==> src/rtl/subdiv_pkg.sv <==
package subdiv_pkg;

    typedef enum logic [1:0] {
        SD_IDLE = 2'b00,
        SD_RUN  = 2'b01,
        SD_DONE = 2'b10
    } sd_state_e;

    // A stage count is legal if it is a power of two in the range 1 to 8.
    function automatic bit sd_stages_ok(input int n);
        return (n == 1) || (n == 2) || (n == 4) || (n == 8);
    endfunction

endpackage

==> src/rtl/subdiv_stage.sv <==
module subdiv_stage #(
    parameter int WIDTH = 4
) (
    input  logic [WIDTH-1:0] rem_in,
    input  logic [WIDTH-1:0] quo_in,
    input  logic [WIDTH-1:0] dvs,
    output logic [WIDTH-1:0] rem_out,
    output logic [WIDTH-1:0] quo_out,
    output logic             took
);
    localparam logic [WIDTH-1:0] ONE = {{(WIDTH-1){1'b0}}, 1'b1};

    always_comb begin
        took = (rem_in >= dvs);
        if (took) begin
            rem_out = rem_in - dvs;
            quo_out = quo_in + ONE;
        end else begin
            rem_out = rem_in;
            quo_out = quo_in;
        end
    end

    // a stage never raises or wraps the working value
    always_comb begin
        assert_no_underflow_R5: assert (rem_out <= rem_in);
    end

endmodule

==> src/rtl/subdiv_chain.sv <==
module subdiv_chain #(
    parameter int WIDTH  = 4,
    parameter int STAGES = 2
) (
    input  logic [WIDTH-1:0] rem_in,
    input  logic [WIDTH-1:0] quo_in,
    input  logic [WIDTH-1:0] dvs,
    output logic [WIDTH-1:0] rem_out,
    output logic [WIDTH-1:0] quo_out,
    output logic             full_use
);
    logic [WIDTH-1:0] rem_w [STAGES+1];
    logic [WIDTH-1:0] quo_w [STAGES+1];
    logic [STAGES-1:0] took_w;

    assign rem_w[0] = rem_in;
    assign quo_w[0] = quo_in;

    for (genvar k = 0; k < STAGES; k++) begin : g_stage
        subdiv_stage #(.WIDTH(WIDTH)) u_stage (
            .rem_in (rem_w[k]),
            .quo_in (quo_w[k]),
            .dvs    (dvs),
            .rem_out(rem_w[k+1]),
            .quo_out(quo_w[k+1]),
            .took   (took_w[k])
        );
        if (k > 0) begin : g_order
            // once a stage passes its value through, no later stage subtracts
            always_comb begin
                assert_chain_stops_R5: assert (!((dvs != '0) && !took_w[k-1] && took_w[k]));
            end
        end
    end

    assign rem_out  = rem_w[STAGES];
    assign quo_out  = quo_w[STAGES];
    assign full_use = took_w[STAGES-1];

endmodule

==> src/rtl/subdiv_fsm.sv <==
module subdiv_fsm
    import subdiv_pkg::*;
(
    input  logic      clk,
    input  logic      rst,
    input  logic      start,
    input  logic      ack,
    input  logic      finish,
    output sd_state_e cur
);
    sd_state_e nxt;

    always_comb begin
        nxt = cur;
        unique case (cur)
            SD_IDLE: if (start)  nxt = SD_RUN;
            SD_RUN:  if (finish) nxt = SD_DONE;
            SD_DONE: if (ack)    nxt = SD_IDLE;
            default:             nxt = SD_IDLE;
        endcase
    end

    always_ff @(posedge clk or posedge rst) begin
        if (rst) cur <= SD_IDLE;
        else     cur <= nxt;
    end

    // start in idle leads to compute
    assert_start_launch_R3: assert property (@(posedge clk) disable iff (rst)
        (cur == SD_IDLE && start) |=> (cur == SD_RUN));

    // done is left only through ack
    assert_done_wait_R7: assert property (@(posedge clk) disable iff (rst)
        (cur == SD_DONE && !ack) |=> (cur == SD_DONE));

    assert_ack_return_R7: assert property (@(posedge clk) disable iff (rst)
        (cur == SD_DONE && ack) |=> (cur == SD_IDLE));

endmodule

==> src/rtl/subtract_divider.sv <==
module subtract_divider
    import subdiv_pkg::*;
#(
    parameter int WIDTH  = 4,
    parameter int STAGES = 2
) (
    input  logic             clk,
    input  logic             rst,
    input  logic             start,
    input  logic             ack,
    input  logic [WIDTH-1:0] dividend,
    input  logic [WIDTH-1:0] divisor,
    output logic [WIDTH-1:0] quotient,
    output logic [WIDTH-1:0] remainder,
    output logic [1:0]       state,
    output logic             done
);
    localparam logic [WIDTH-1:0] ALL_ONES = '1;
    localparam bit STAGES_LEGAL = sd_stages_ok(STAGES);

    sd_state_e        cur;
    logic [WIDTH-1:0] work_q;
    logic [WIDTH-1:0] dvs_q;
    logic [WIDTH-1:0] quo_q;
    logic [WIDTH-1:0] ch_rem;
    logic [WIDTH-1:0] ch_quo;
    logic             ch_full;
    logic             dvs_zero;
    logic             finish;

    initial begin
        assert_stage_count_R9: assert (STAGES_LEGAL);
    end

    subdiv_chain #(.WIDTH(WIDTH), .STAGES(STAGES)) u_chain (
        .rem_in  (work_q),
        .quo_in  (quo_q),
        .dvs     (dvs_q),
        .rem_out (ch_rem),
        .quo_out (ch_quo),
        .full_use(ch_full)
    );

    assign dvs_zero = (dvs_q == '0);
    assign finish   = dvs_zero || !ch_full;

    subdiv_fsm u_fsm (
        .clk   (clk),
        .rst   (rst),
        .start (start),
        .ack   (ack),
        .finish(finish),
        .cur   (cur)
    );

    always_ff @(posedge clk or posedge rst) begin
        if (rst) begin
            work_q <= '0;
            dvs_q  <= '0;
            quo_q  <= '0;
        end else begin
            unique case (cur)
                SD_IDLE: begin
                    work_q <= dividend;
                    dvs_q  <= divisor;
                    quo_q  <= '0;
                end
                SD_RUN: begin
                    if (dvs_zero) begin
                        quo_q <= ALL_ONES;
                    end else begin
                        work_q <= ch_rem;
                        quo_q  <= ch_quo;
                    end
                end
                default: ;
            endcase
        end
    end

    assign quotient  = quo_q;
    assign remainder = work_q;
    assign state     = cur;
    assign done      = (cur == SD_DONE);

    // after an idle edge the quotient reads zero
    assert_idle_clear_R2: assert property (@(posedge clk) disable iff (rst)
        (cur == SD_IDLE) |=> (quotient == '0));

    // a finished division with a non-zero divisor leaves a remainder below it
    assert_rem_below_R4: assert property (@(posedge clk) disable iff (rst)
        (cur == SD_DONE && !dvs_zero) |-> (remainder < dvs_q));

    // the quotient only grows while computing
    assert_quo_grows_R5: assert property (@(posedge clk) disable iff (rst)
        (cur == SD_RUN) |=> (quotient >= $past(quotient)));

    // a fully used cascade keeps the block in compute
    assert_keep_running_R6: assert property (@(posedge clk) disable iff (rst)
        (cur == SD_RUN && !dvs_zero && ch_full) |=> (cur == SD_RUN));

    // results stay frozen while waiting for ack
    assert_hold_results_R7: assert property (@(posedge clk) disable iff (rst)
        (cur == SD_DONE && !ack) |=> ($stable(quotient) && $stable(remainder)));

    // a zero divisor finishes after one compute cycle with a saturated quotient
    assert_zero_div_R8: assert property (@(posedge clk) disable iff (rst)
        (cur == SD_RUN && dvs_zero) |=> (cur == SD_DONE && quotient == ALL_ONES));

endmodule

==> config.mk <==
export PLATFORM = sky130hd
export DESIGN_NAME = subtract_divider
export DESIGN_NICKNAME = d
export VERILOG_FILES = /design/src/rtl/subdiv_pkg.sv /design/src/rtl/subdiv_stage.sv /design/src/rtl/subdiv_chain.sv /design/src/rtl/subdiv_fsm.sv /design/src/rtl/subtract_divider.sv
export SDC_FILE = /design/constraint.sdc
export NUM_CORES = 1
export LEC_CHECK = 0
export ABC_AREA = 1
export ABC_CLOCK_PERIOD_IN_PS = 8100
export BUFFER_PORTS_ARGS = -buffer_cell sky130_fd_sc_hd__buf_4
export CAP_MARGIN = 40
export CORE_MARGIN = 2
export CORE_UTILIZATION = 55
export DETAILED_ROUTE_END_ITERATION = 16
export HOLD_SLACK_MARGIN = 0.03
export PLACE_DENSITY = 0.79
export SLEW_MARGIN = 20
export SYNTH_ARGS = -nofsm -noshare
export SYNTH_HDL_FRONTEND = slang
export SYNTH_HIERARCHICAL = 1
export SYNTH_SLANG_ARGS = --single-unit
==> constraint.sdc <==
create_clock -name clk -period 8.1 [get_ports clk]
set_input_delay 1.215 -clock clk [delete_from_list [all_inputs] [get_ports clk]]
set_output_delay 1.215 -clock clk [all_outputs]
set_load 0.02 [all_outputs]
==> results.json <==
{
  "postCtsHoldBufs": 0,
  "grt_antenna_before_repair": 0,
  "synth-adder-area-share_pct": 12.66,
  "grt_overflow": 0,
  "routed_wl_mm": 2.830,
  "start_util_pct": 58.43,
  "cts_tree": "done",
  "synth_area_leaders": "dfrtp_1, nand2_1, ha_1",
  "insertion_delay_ns": 0.27,
  "cts.reportedPaths.clkPinSlew_ns": 0.07,
  "fin_worst_skew_ns": 0.0007790,
  "num_antenna_cells": 0,
  "nFillCells": 202,
  "first_pass_iters": 4,
  "path_class": "reg2reg",
  "synth_top_family_by_area": "simple AND/OR/NAND/NOR gates",
  "reg2regPathDepth": 25,
  "layoutNonFillerInstCount": 243,
  "coreArea_um2": 2233,
  "startpoint": "remainder[0]$_DFFE_PP0P_",
  "slew_headroom_pct": 69.16,
  "register_area_um2": 350.3,
  "track_usage_pct": 24.24,
  "ys.flop_type": "dfrtp_1",
  "required_ns": 8.31,
  "critPathArrivalTime_ns": 3.30,
  "syn_to_final_growth_pct": 17.07,
  "die_x_um": 52.71,
  "critPathTopFamily": "adder cells",
  "synth.area.mux_share_pct": 0,
  "place_congestion": 0.8821,
  "timing.hold.ws_ns": 0.5549,
  "fin_crit_sh_pct": 38.18,
  "cp-endpoint": "remainder[1]$_DFFE_PP0P_",
  "finalSetupViolCount": 0,
  "worstSetupEndpointType": "flop",
  "status": "complete, no violations",
  "synth.most_common_cell": "nand2_1",
  "synth-compound-area-share_pct": 7.478,
  "crit_fanout": 10,
  "dp_worst_setup_slack_ns": 5.037,
  "yosysTopAreaCellShare_pct": 26.85,
  "yosysSeqAreaShare_pct": 26.85,
  "cts_resized": 0,
  "yosys-top-cells-count": "nand2_1, inv_1, dfrtp_1, nand3_1",
  "htree_levels": 1,
  "tightestPinTransition_ns": 0.4621,
  "crit_buf_inv": 8,
  "synth_xor_area_share_pct": 5.369,
  "syn_area_per_cell_um2": 6.868,
  "grt_pass1_wl_mm": 5.002,
  "syn_nets": 214,
  "final_net_count": 241,
  "cts_setup_buffers": 0,
  "cts_buffers": 3,
  "hold_violations": 0,
  "cap_violations": 0,
  "final_layout_size_suffix_gt1_share_pct": 25.12,
  "drtAntennaViolNets": 0,
  "synthArstFlopShare_pct": 100.0,
  "vias_per_cell": 5.169,
  "yosys_warnings": 6,
  "reg2reg_slack_ns": 5.01,
  "fmax_mhz": 323.4,
  "io_pins": 23,
  "synth_simple_gate_area_share_pct": 38.35,
  "yosysTopAreaCell": "dfrtp_1",
  "crit_path_start_kind": "flop",
  "fin_ws_ns": 5.007,
  "slowest_delay_ns": 0.42,
  "netlist_instances": 190,
  "synth_cell_types": 19,
  "regToRegStartpoint": "remainder[0]$_DFFE_PP0P_",
  "numClockSinks": 14,
  "rsz0062_at_grt": "no",
  "routed-via-count": 1256,
  "drtIter0Drc": 33,
  "die_area_um2": 2778,
  "fp.dieH_um": 52.71,
  "syn_area_um2": 1305,
  "synth-edff-count": 0,
  "place.detailed.hpwl_mm": 2.385,
  "holdPathStages": 2,
  "rows": 17,
  "wl_per_cell_um": 11.65,
  "clk_path_buf_depth": 2,
  "finalSetupTns_ns": 0,
  "min_period_ns": 3.093,
  "dp.cells": 240,
  "cts_root_buf": "clkbuf_4",
  "cpMostUsedCell": "nand2_1",
  "slew_violations": 0,
  "synth_seq_cells": 14,
  "r2r-end": "remainder[1]$_DFFE_PP0P_",
  "grt_max_degree": 13,
  "crit_slowest_cell": "dfrtp_1",
  "port-buffer-count": 22,
  "path_depth": 25,
  "hold_class": "reg2reg",
  "multiInputGateArea_um2": 833.3,
  "drc": 0,
  "grt_pass1_vias": 1236
}
stage by stage:
step                      utilization [%]  instance area (um^2)
after floorplan                         -                  1305
after global placement              67.40                  1505
after detailed placement            67.40                  1505
after CTS                           68.40                  1528
after global routing                68.40                  1528
final                               68.40                  1528
cell usage in the layout, fill, tap and decap left out:
cell,count
dfrtp_1,14
a21oi_1,2
ha_1,10
nor2_2,1
inv_6,2
fa_1,2
inv_2,2
nand2_1,85
o21ai_2,7
nand2_2,10
xnor2_1,6
nand3b_1,1
clkbuf_4,3
xor2_1,2
nand3_1,12
buf_4,22
a21oi_2,3
inv_1,24
inv_4,1
nand2_4,3
nor2_1,3
final cells by class:
class / instances / area share (%)
inverters: 29 / 7.944
flip-flops and latches: 14 / 22.93
multi-input cells: 147 / 54.55
clock buffers: 3 / 1.474
repair buffers: 22 / 10.81
well taps: 28 / 2.293
registers in the layout, summed over array words and instances (netlist names):
name and cells:
remainder 4, u_fsm/cur 2, quotient 4, dvs_q 4
routing by layer:
metal	vias to the layer above	wire length, um	GRT usage (%)
met5	-	0	0
met1	583	1295	28.88
li1	631	-	-
met4	0	48	11.54
met2	36	1364	43.96
met3	6	121	1.143
how the worst min path moves through the flow:
stage | from | endpoint | slack [ns]
2_1_floorplan | dvs_q[2]$_DFFE_PP0P_ | dvs_q[2]$_DFFE_PP0P_ | 0.49
3_3_place_gp | quotient[3]$_DFFE_PP0P_ | quotient[3]$_DFFE_PP0P_ | 0.53
3_5_place_dp | dvs_q[1]$_DFFE_PP0P_ | dvs_q[1]$_DFFE_PP0P_ | 0.54
4_1_cts | quotient[3]$_DFFE_PP0P_ | quotient[3]$_DFFE_PP0P_ | 0.56
5_1_grt | dvs_q[2]$_DFFE_PP0P_ | dvs_q[2]$_DFFE_PP0P_ | 0.61
6_report | quotient[3]$_DFFE_PP0P_ | quotient[3]$_DFFE_PP0P_ | 0.55
cell families after synthesis:
logic type               count (synthesis)
AO/OA/AOI/OAI                           12
adder cells (fa/ha/maj)                 12
flip-flops                              14
AND/OR/NAND/NOR                        115
XOR/XNOR                                 8
buffers and inverters                   29
worst reg2reg max path, delay by kind of cell, from the launching register on:
kind | cells | cell delay [ns]
AOI/OAI and AO/OA | 1 | 0.08
adders and majority gates | 4 | 1.06
buffers and inverters | 8 | 0.62
DFF | 1 | 0.42
and+or+nand+nor | 12 | 0.84
Power is left out: the tool's default activity adds up to more than one toggle a clock period on the data nets, which glitch-free logic cannot reach.
